`config.mk`:
```
export PLATFORM = sky130hd
export DESIGN_NAME = ckpt_rename_table
export DESIGN_NICKNAME = d
export VERILOG_FILES = /design/src/rtl/rat_pkg.sv /design/src/rtl/rat_wake.sv /design/src/rtl/rat_ckpt_ctrl.sv /design/src/rtl/rat_map_store.sv /design/src/rtl/ckpt_rename_table.sv
export SDC_FILE = /design/constraint.sdc
export NUM_CORES = 1
export LEC_CHECK = 0
export ABC_AREA = 1
export BUFFER_PORTS_ARGS = -buffer_cell sky130_fd_sc_hd__buf_2
export CORE_MARGIN = 5
export CORE_UTILIZATION = 24
export CTS_BUF_LIST = sky130_fd_sc_hd__clkbuf_4 sky130_fd_sc_hd__clkbuf_8
export CTS_CLUSTER_SIZE = 30
export DETAILED_ROUTE_END_ITERATION = 8
export MAX_ROUTING_LAYER = met4
export PLACE_DENSITY = 0.48
export SETUP_SLACK_MARGIN = 0.05
export SLEW_MARGIN = 20
export SYNTH_ARGS = -nofsm -noshare
export SYNTH_HDL_FRONTEND = slang
export SYNTH_SLANG_ARGS = --single-unit
```
`constraint.sdc`:
```
create_clock -name clk -period 5.3 [get_ports clk]
set_input_delay 0.795 -clock clk [delete_from_list [all_inputs] [get_ports clk]]
set_output_delay 0.795 -clock clk [all_outputs]
set_load 0.05 [all_outputs]
```
`src/rtl/rat_pkg.sv`:
```
package rat_pkg;

  typedef enum logic {
    CK_FREE = 1'b0,
    CK_HELD = 1'b1
  } ckpt_state_e;

  typedef enum logic [1:0] {
    NX_KEEP    = 2'd0,
    NX_RESTORE = 2'd1,
    NX_RELEASE = 2'd2,
    NX_CAPTURE = 2'd3
  } ckpt_event_e;

endpackage

```
`src/rtl/rat_wake.sv`:
```
module rat_wake #(
  parameter int DATA_W = 16,
  parameter int TAG_W  = 5
) (
  input  logic              in_rdy,
  input  logic [DATA_W-1:0] in_val,
  input  logic [TAG_W-1:0]  in_tag,
  input  logic              res_valid,
  input  logic [TAG_W-1:0]  res_tag,
  input  logic [DATA_W-1:0] res_data,
  output logic              out_rdy,
  output logic [DATA_W-1:0] out_val,
  output logic [TAG_W-1:0]  out_tag
);

  logic hit;

  always_comb begin
    hit     = res_valid && !in_rdy && (in_tag == res_tag);
    out_rdy = in_rdy | hit;
    out_val = hit ? res_data : in_val;
    out_tag = in_tag;
  end

endmodule

```
`src/rtl/rat_ckpt_ctrl.sv`:
```
module rat_ckpt_ctrl
  import rat_pkg::*;
(
  input  logic clk,
  input  logic rst_n,
  input  logic dec_valid,
  input  logic dec_is_branch,
  input  logic br_resolve_valid,
  input  logic br_mispredict,
  input  logic exc_flush,
  output logic dec_ready,
  output logic restore,
  output logic capture,
  output logic held
);

  ckpt_state_e state_q;
  ckpt_event_e ev;

  always_comb begin
    held      = (state_q == CK_HELD);
    restore   = held && (exc_flush || (br_resolve_valid && br_mispredict));
    dec_ready = !restore && !(dec_is_branch && held);
    capture   = dec_valid && dec_ready && dec_is_branch;
    if (restore)
      ev = NX_RESTORE;
    else if (held && br_resolve_valid)
      ev = NX_RELEASE;
    else if (capture)
      ev = NX_CAPTURE;
    else
      ev = NX_KEEP;
  end

  always_ff @(posedge clk) begin
    if (!rst_n) begin
      state_q <= CK_FREE;
    end else begin
      case (ev)
        NX_RESTORE, NX_RELEASE: state_q <= CK_FREE;
        NX_CAPTURE:             state_q <= CK_HELD;
        default:                state_q <= state_q;
      endcase
    end
  end

endmodule

```
`src/rtl/rat_map_store.sv`:
```
module rat_map_store #(
  parameter int NUM_REGS = 8,
  parameter int DATA_W   = 16,
  parameter int TAG_W    = 5,
  localparam int IDX_W   = (NUM_REGS > 1) ? $clog2(NUM_REGS) : 1
) (
  input  logic              clk,
  input  logic              rst_n,
  input  logic              res_valid,
  input  logic [TAG_W-1:0]  res_tag,
  input  logic [DATA_W-1:0] res_data,
  input  logic              restore,
  input  logic              capture,
  input  logic              wr_en,
  input  logic [IDX_W-1:0]  wr_idx,
  input  logic [TAG_W-1:0]  wr_tag,
  output logic              cur_rdy [NUM_REGS],
  output logic [DATA_W-1:0] cur_val [NUM_REGS],
  output logic [TAG_W-1:0]  cur_tag [NUM_REGS]
);

  logic              bk_rdy [NUM_REGS];
  logic [DATA_W-1:0] bk_val [NUM_REGS];
  logic [TAG_W-1:0]  bk_tag [NUM_REGS];

  for (genvar g = 0; g < NUM_REGS; g++) begin : g_entry
    logic              cw_rdy, bw_rdy;
    logic [DATA_W-1:0] cw_val, bw_val;
    logic [TAG_W-1:0]  cw_tag, bw_tag;
    logic              sel_wr;

    rat_wake #(.DATA_W(DATA_W), .TAG_W(TAG_W)) u_cur_wake (
      .in_rdy(cur_rdy[g]), .in_val(cur_val[g]), .in_tag(cur_tag[g]),
      .res_valid(res_valid), .res_tag(res_tag), .res_data(res_data),
      .out_rdy(cw_rdy), .out_val(cw_val), .out_tag(cw_tag)
    );

    rat_wake #(.DATA_W(DATA_W), .TAG_W(TAG_W)) u_bk_wake (
      .in_rdy(bk_rdy[g]), .in_val(bk_val[g]), .in_tag(bk_tag[g]),
      .res_valid(res_valid), .res_tag(res_tag), .res_data(res_data),
      .out_rdy(bw_rdy), .out_val(bw_val), .out_tag(bw_tag)
    );

    assign sel_wr = wr_en && (wr_idx == IDX_W'(g));

    always_ff @(posedge clk) begin
      if (!rst_n) begin
        cur_rdy[g] <= 1'b1;
        cur_val[g] <= '0;
        cur_tag[g] <= '0;
      end else if (restore) begin
        cur_rdy[g] <= bw_rdy;
        cur_val[g] <= bw_val;
        cur_tag[g] <= bw_tag;
      end else if (sel_wr) begin
        cur_rdy[g] <= 1'b0;
        cur_val[g] <= cw_val;
        cur_tag[g] <= wr_tag;
      end else begin
        cur_rdy[g] <= cw_rdy;
        cur_val[g] <= cw_val;
        cur_tag[g] <= cw_tag;
      end
    end

    always_ff @(posedge clk) begin
      if (!rst_n) begin
        bk_rdy[g] <= 1'b1;
        bk_val[g] <= '0;
        bk_tag[g] <= '0;
      end else if (capture) begin
        bk_rdy[g] <= cw_rdy;
        bk_val[g] <= cw_val;
        bk_tag[g] <= cw_tag;
      end else begin
        bk_rdy[g] <= bw_rdy;
        bk_val[g] <= bw_val;
        bk_tag[g] <= bw_tag;
      end
    end
  end

endmodule

```
`src/rtl/ckpt_rename_table.sv`:
```
module ckpt_rename_table #(
  parameter int NUM_REGS = 8,
  parameter int DATA_W   = 16,
  parameter int TAG_W    = 5,
  localparam int IDX_W   = (NUM_REGS > 1) ? $clog2(NUM_REGS) : 1
) (
  input  logic              clk,
  input  logic              rst_n,
  input  logic              dec_valid,
  output logic              dec_ready,
  input  logic              dec_is_branch,
  input  logic              dec_dst_en,
  input  logic [IDX_W-1:0]  dec_dst,
  input  logic [TAG_W-1:0]  dec_tag,
  input  logic [IDX_W-1:0]  dec_src_a,
  input  logic [IDX_W-1:0]  dec_src_b,
  output logic              src_a_rdy,
  output logic [DATA_W-1:0] src_a_val,
  output logic [TAG_W-1:0]  src_a_tag,
  output logic              src_b_rdy,
  output logic [DATA_W-1:0] src_b_val,
  output logic [TAG_W-1:0]  src_b_tag,
  input  logic              res_valid,
  input  logic [TAG_W-1:0]  res_tag,
  input  logic [DATA_W-1:0] res_data,
  input  logic              br_resolve_valid,
  input  logic              br_mispredict,
  input  logic              exc_flush,
  output logic              ckpt_held
);

  localparam int NUM_LK = 2;

  logic restore, capture, wr_en;
  logic              cur_rdy [NUM_REGS];
  logic [DATA_W-1:0] cur_val [NUM_REGS];
  logic [TAG_W-1:0]  cur_tag [NUM_REGS];

  logic [IDX_W-1:0]  lk_idx [NUM_LK];
  logic              lk_rdy [NUM_LK];
  logic [DATA_W-1:0] lk_val [NUM_LK];
  logic [TAG_W-1:0]  lk_tag [NUM_LK];

  rat_ckpt_ctrl u_ctrl (
    .clk(clk), .rst_n(rst_n),
    .dec_valid(dec_valid), .dec_is_branch(dec_is_branch),
    .br_resolve_valid(br_resolve_valid), .br_mispredict(br_mispredict),
    .exc_flush(exc_flush),
    .dec_ready(dec_ready), .restore(restore), .capture(capture),
    .held(ckpt_held)
  );

  assign wr_en = dec_valid && dec_ready && !dec_is_branch && dec_dst_en;

  rat_map_store #(.NUM_REGS(NUM_REGS), .DATA_W(DATA_W), .TAG_W(TAG_W)) u_store (
    .clk(clk), .rst_n(rst_n),
    .res_valid(res_valid), .res_tag(res_tag), .res_data(res_data),
    .restore(restore), .capture(capture),
    .wr_en(wr_en), .wr_idx(dec_dst), .wr_tag(dec_tag),
    .cur_rdy(cur_rdy), .cur_val(cur_val), .cur_tag(cur_tag)
  );

  assign lk_idx[0] = dec_src_a;
  assign lk_idx[1] = dec_src_b;

  for (genvar p = 0; p < NUM_LK; p++) begin : g_lookup
    rat_wake #(.DATA_W(DATA_W), .TAG_W(TAG_W)) u_lk_wake (
      .in_rdy(cur_rdy[lk_idx[p]]), .in_val(cur_val[lk_idx[p]]),
      .in_tag(cur_tag[lk_idx[p]]),
      .res_valid(res_valid), .res_tag(res_tag), .res_data(res_data),
      .out_rdy(lk_rdy[p]), .out_val(lk_val[p]), .out_tag(lk_tag[p])
    );
  end

  assign src_a_rdy = lk_rdy[0];
  assign src_a_val = lk_val[0];
  assign src_a_tag = lk_tag[0];
  assign src_b_rdy = lk_rdy[1];
  assign src_b_val = lk_val[1];
  assign src_b_tag = lk_tag[1];

endmodule

```
After elaboration in Yosys (flattened, before gate mapping)
Memories as Yosys holds them, arrays and structs flattened.
Cells that the tools add are included.
{"block": "totals", "mem_bits_rw": 176, "input_bits": 44, "rom_bits": 0, "regBits": 177, "mem_count": 3, "latchBits": 0}
{"block": "classes", "n_lt_le_gt_ge": 2, "n_bitwise": 68, "reduce_logical": 86, "div": 0, "mux": 135, "n_eq_ne": 28, "add_sub_neg": 0, "n_mul": 0, "shift": 0}
{"name": "u_store.bk_val", "depth": 8, "width": 16, "read_ports": 8, "rd_clocked_by_memory_dff": 0, "wr": 8, "line": "rat_map_store.sv:23", "text": "logic [DATA_W-1:0] bk_val [NUM_REGS];"}
{"name": "u_store.bk_tag", "depth": 8, "width": 5, "read_ports": 8, "rd_clocked_by_memory_dff": 0, "wr": 8, "line": "rat_map_store.sv:24", "text": "logic [TAG_W-1:0] bk_tag [NUM_REGS];"}
{"name": "u_store.bk_rdy", "depth": 8, "width": 1, "read_ports": 8, "rd_clocked_by_memory_dff": 0, "wr": 8, "line": "rat_map_store.sv:22", "text": "logic bk_rdy [NUM_REGS];"}
{"cell": "$mux W16", "count": 46}
{"cell": "$mux W5", "count": 36}
{"cell": "$bmux W16 S3", "count": 2}
{"cell": "$eq A5 B5 Y1", "count": 18}
{"cell": "$or A1 B1 Y1", "count": 66}
{"cell": "$logic_and A1 B1 Y1", "count": 53}
{"cell": "$mux W1", "count": 43}
{"cell": "$bmux W5 S3", "count": 2}
{"cell": "$logic_not A1 Y1", "count": 21}
{"cell": "$reduce_bool A2 Y1", "count": 9}
{"cell": "$eq A3 B3 Y1 const B", "count": 4}
{"cell": "$ge A4 B4 Y1 const B", "count": 2}
{"cell": "$not A3 Y4", "count": 2}
{"cell": "$bmux W1 S3", "count": 2}
{"cell": "$eq A3 B2 Y1 const B", "count": 2}
{"cell": "$mux W2", "count": 3}
{"cell": "$eq A2 B2 Y1 const B", "count": 2}
{"cell": "$eq A3 B1 Y1 const B", "count": 1}
{"cell": "$logic_not A3 Y1", "count": 1}
{"cell": "$eq A2 B1 Y1 const B", "count": 1}
{"cell": "$pmux W1 S2", "count": 1}
{"cell": "$reduce_or A2 Y1", "count": 1}
{"cell": "$logic_or A1 B1 Y1", "count": 1}

Logic depth before layout (Yosys ltp)
{"block": "logic_depth", "ltp_word": 13, "mapped_depth": 15, "mapped_depth_nobuf": 12}

By module
A second synthesis with hierarchy kept.
{"block": "hier_totals", "cells_unflattened": 4240, "hier_area_um2": 26474.1}
{"module": "rat_map_store", "n_inst": 1, "cells_per_inst": 1665, "area_each_um2": 14599.0}
{"module": "rat_wake", "n_inst": 18, "cells_per_inst": 87, "area_each_um2": 427.9}
{"module": "ckpt_rename_table", "n_inst": 1, "cells_per_inst": 996, "area_each_um2": 4095.2}
{"module": "rat_ckpt_ctrl", "n_inst": 1, "cells_per_inst": 13, "area_each_um2": 77.6}

Least setup slack after synthesis
OpenSTA, ideal clock, no wires.
{"block": "synth_timing", "path_type": "input to register", "start": "in br_resolve_valid", "end": "mem u_store.bk_val[5][8], in the netlist u_store.bk_val[1][24], data pin", "required_ns": 4.981, "path_stages": 7, "arrival_time_ns": 2.990, "slack_ns": 1.992, "cell_sequence": "nand3_1 nand2_1 nor3b_1 nand2_1 nand2_1 clkbuf_1 o21ai_1"}
{"element": "start: declaration", "line": "ckpt_rename_table.sv:26", "text": "input logic br_resolve_valid,"}
{"element": "end: declaration", "line": "rat_map_store.sv:23"}

Worst setup path in the final report
{"block": "layout_timing", "start": "in dec_src_a[2]", "end": "out src_a_rdy"}
{"block": "layout_between", "elab_chain_cells": 8, "word_cells_on_any_way": 12}
{"element": "start: declaration", "line": "ckpt_rename_table.sv:15", "text": "input logic [IDX_W-1:0] dec_src_a,"}
{"element": "$not A3 Y4 (not written as such) *", "line": "ckpt_rename_table.sv:68, ckpt_rename_table.sv:69"}
{"element": "branches (longest 6 deep; another with $bmux W5 S3)"}
{"element": "$or A1 B1 Y1 *", "line": "rat_wake.sv:20", "text": "out_rdy = in_rdy | hit;"}
{"element": "end: declaration", "line": "ckpt_rename_table.sv:17", "text": "output logic src_a_rdy,"}
Mark *: on every way between the ends. The select of a mux whose other input is x is not followed.

==> results.yml <==
timing:
  rsz0062_at_grt: "false"
  hold_viol_final: 0
  fmax_ghz: 0.223
  drv_slew: 0
  clock-skew-final_ps: 48.6
  max-slew-margin-rel_pct: 27.0
  finalSetupTns_ps: 0
  tightest_slew_ps: 1090
  fin_crit_sh_pct: 84.7
  min_period_ps: 4490
  setup_viol: 0
floorplanning:
  fp-row-count: 114
  coreArea_mm2: 0.0961
  die_y_um: 321
  die-area_mm2: 0.103
  die_x_um: 321
  io-pin-count: 90
  start_util_pct: 24.1
pwr:
  powerDensity_mw_per_mm2: 292
  p_leak_uw: 0.0117
  irDropWorstVdd_mv: 0.135
clocking:
  cts.clk_slew.worst_paths_ps: 50
  cts_tree: "yes"
  insertion_delay_ps: 680
  cts.sink_count: 353
  h-tree-depth: 3
  clockRootBuffer: "clkbuf_8"
  cts_setup_buffers: 0
  cts_resized: 0
  ctsHoldBuffers: 0
  clk_path_buf_depth: 3
  numCtsBuffers: 70
finish:
  post-route-util_pct: 27.6
  num-fill-cells: 10854
  drive_above_1_share_pct: 9.69
  area.growth.synth_to_final_pct: 14.6
  nets: 3662
setup_path:
  crit-reg2reg-launch: "u_ctrl.held$_SDFFE_PN0P_"
  worstPathArrival_ps: 3690
  worst_path_most_repeated_cell: "nand2_1"
  startpoint: "dec_src_a[2]"
  critPathSlowestCell: "inv_1"
  endpoint_kind: "output pin"
  critPathMaxFanout: 23
  cpPeakStageDelay_ps: 520
  cp-start-kind: "input port"
  path_cells: "buf_2 -> inv_1 -> nand3_1 -> nand2_1 -> nand2_1 -> nand2_1 -> nor2_4 -> nand3_4 -> nand3_1 -> buf_2"
  critical_path_class: "in2out"
  cp_data_required_time_ps: 4510
synth:
  yosys-top-cells-area: "edfxtp_1 (23%), nand2_1 (19%), dfxtp_1 (15%), o21ai_0 (7.0%), nor2_1 (5.3%)"
  yosysTopAreaCellShare_pct: 22.8
  synth_cell_types: 34
  ys_ff_latch: 353
  synth_area_mm2: 0.0231
  yosysTopAreaCell: "edfxtp_1"
  ys_seq_area_share_pct: 38.1
  netlist_instances: 3516
  syn_avg_cell_area_um2: 6.58
  yosys_warnings: 0
job:
  maxCapViolCount: 0
hold_path:
  worstHoldPathType: "in2reg"
  worstHoldStart: "rst_n"
status:
  outcome: "finished clean"
placement:
  dp_hpwl_mm: 66.3
  gp_congestion: 0.902
  port_buffers: 89
global_route:
  grt_usage_pct: 19.4
  antenna_found_initial: 3
  grt_pass1_vias: 22293
  grt_max_degree: 122
  grt_pass1_wl_mm: 149
  overflow: 0
drt:
  totalWireLength_mm: 101
  wl_per_cell_um: 20.4
  dr.pass1.iters: 6
  drt-initial-drc-count: 2384
  drc: 0
  viasPerCell: 4.96
  vias: 24540
  ant_nets: 0
area by class of cell:
type	count	area, um2	area share (%)
Tap cell	1276	1600	6.02
Antenna cell	2	5.00	0.0189
Timing Repair Buffer	169	1070	4.02
Inverter	229	883	3.33
Multi-Input combinational cell	2795	12700	47.8
Clock buffer	111	1350	5.08
Sequential cell	353	8830	33.3
Clock inverter	15	105	0.396
final timing paths:
check	to	slack, ps	cells past startpoint
hold reg to reg	u_store.cur_tag[39]$_SDFFE_PN0P_	490	2
hold / removal	u_store.cur_rdy[6]$_SDFF_PN1_	430	2
setup reg to reg	u_store.bk_rdy[5]$_DFFE_PP_	2170	10
setup / recovery	src_a_rdy	810	10
metrics by stage:
step / instance area (um2) / instances / hold slack (ps) / power [uW] / setup WS [ps]
finish: 26500 / 4950 / 431 / 7740 / 811
CTS: 26500 / 4948 / 381 / 7780 / 844
global route: 26500 / 4950 / 409 / 8080 / 703
floorplan: 23700 / 3651 / 464 / 4250 / 1990
detailed placement: 25100 / 4822 / 478 / 4780 / 842
global placement: 25100 / 4822 / 471 / 4780 / 884
kinds of logic (layout without fill, tap and decap cells):
logic type	Yosys count	after routing	share of synthesized area (%)
simple gates	1994	1994	37.0
compound gates	656	656	15.1
buf+inv	503	524	9.34
flops	353	353	38.1
xor+xnor	9	9	0.438
other cells	1	138	0.0162
cell usage in the layout (no fill, tap or decap), types with 3 or more instances in the layout:
master      count
a21o_1         16
a21oi_1       197
a21oi_2        10
a31oi_1        32
buf_2          86
buf_4          82
clkbuf_4       29
clkbuf_8       82
clkinv_1        5
clkinv_2        7
clkinvlp_4      4
conb_1        136
dfxtp_1       177
edfxtp_1      176
inv_1         216
inv_2           4
inv_4           5
nand2_1      1195
nand3_1       233
nand3_2         8
nand3_4         5
nand4_1       194
nor2_1        328
nor2_2         15
nor2_4          3
nor4_4          7
o211ai_1        8
o21ai_0       322
o21ai_1        20
o22ai_1        50
xor2_1          6
xor2_2          3
state kept, by name, indices dropped and copies added (netlist names):
register         count
u_store.cur_val    128
u_store.cur_rdy      8
u_store.bk_tag      40
u_store.cur_tag     40
u_store.bk_val     128
u_ctrl.held          1
u_store.bk_rdy       8
metal layers:
metal / vias up / GRT usage [%] / routed length [um]
met4: 0 / 5.86 / 2670
met3: 155 / 2.48 / 7040
li1: 11811 / - / -
met5: - / - / 0
met2: 937 / 30.2 / 45700
met1: 11637 / 26.5 / 45700
cell usage after synthesis (all sizes together):
cell and instances:
a211oi 1, a21o 16, a21oi 207, a31oi 32, buf 117, clkbuf 157, clkinv 2, conb 1
dfxtp 177, edfxtp 176, inv 227, nand2 1197, nand3 246, nand4 194, nor2 346, nor3 2
nor3b 2, nor4 7, o211ai 8, o21ai 342, o22ai 50, xor2 9
power by group:
part	switching [uW]	internal [uW]
Clock	1330	1660
Sequential	108	3060
Combinational	1200	388
Total	2640	5100
critical path, delay by kind of cell:
kind	cells	cell delay (ps)
simple gates	7	1600
buf+inv	3	1270
No activity file was read; power rests on OpenSTA's default activity.
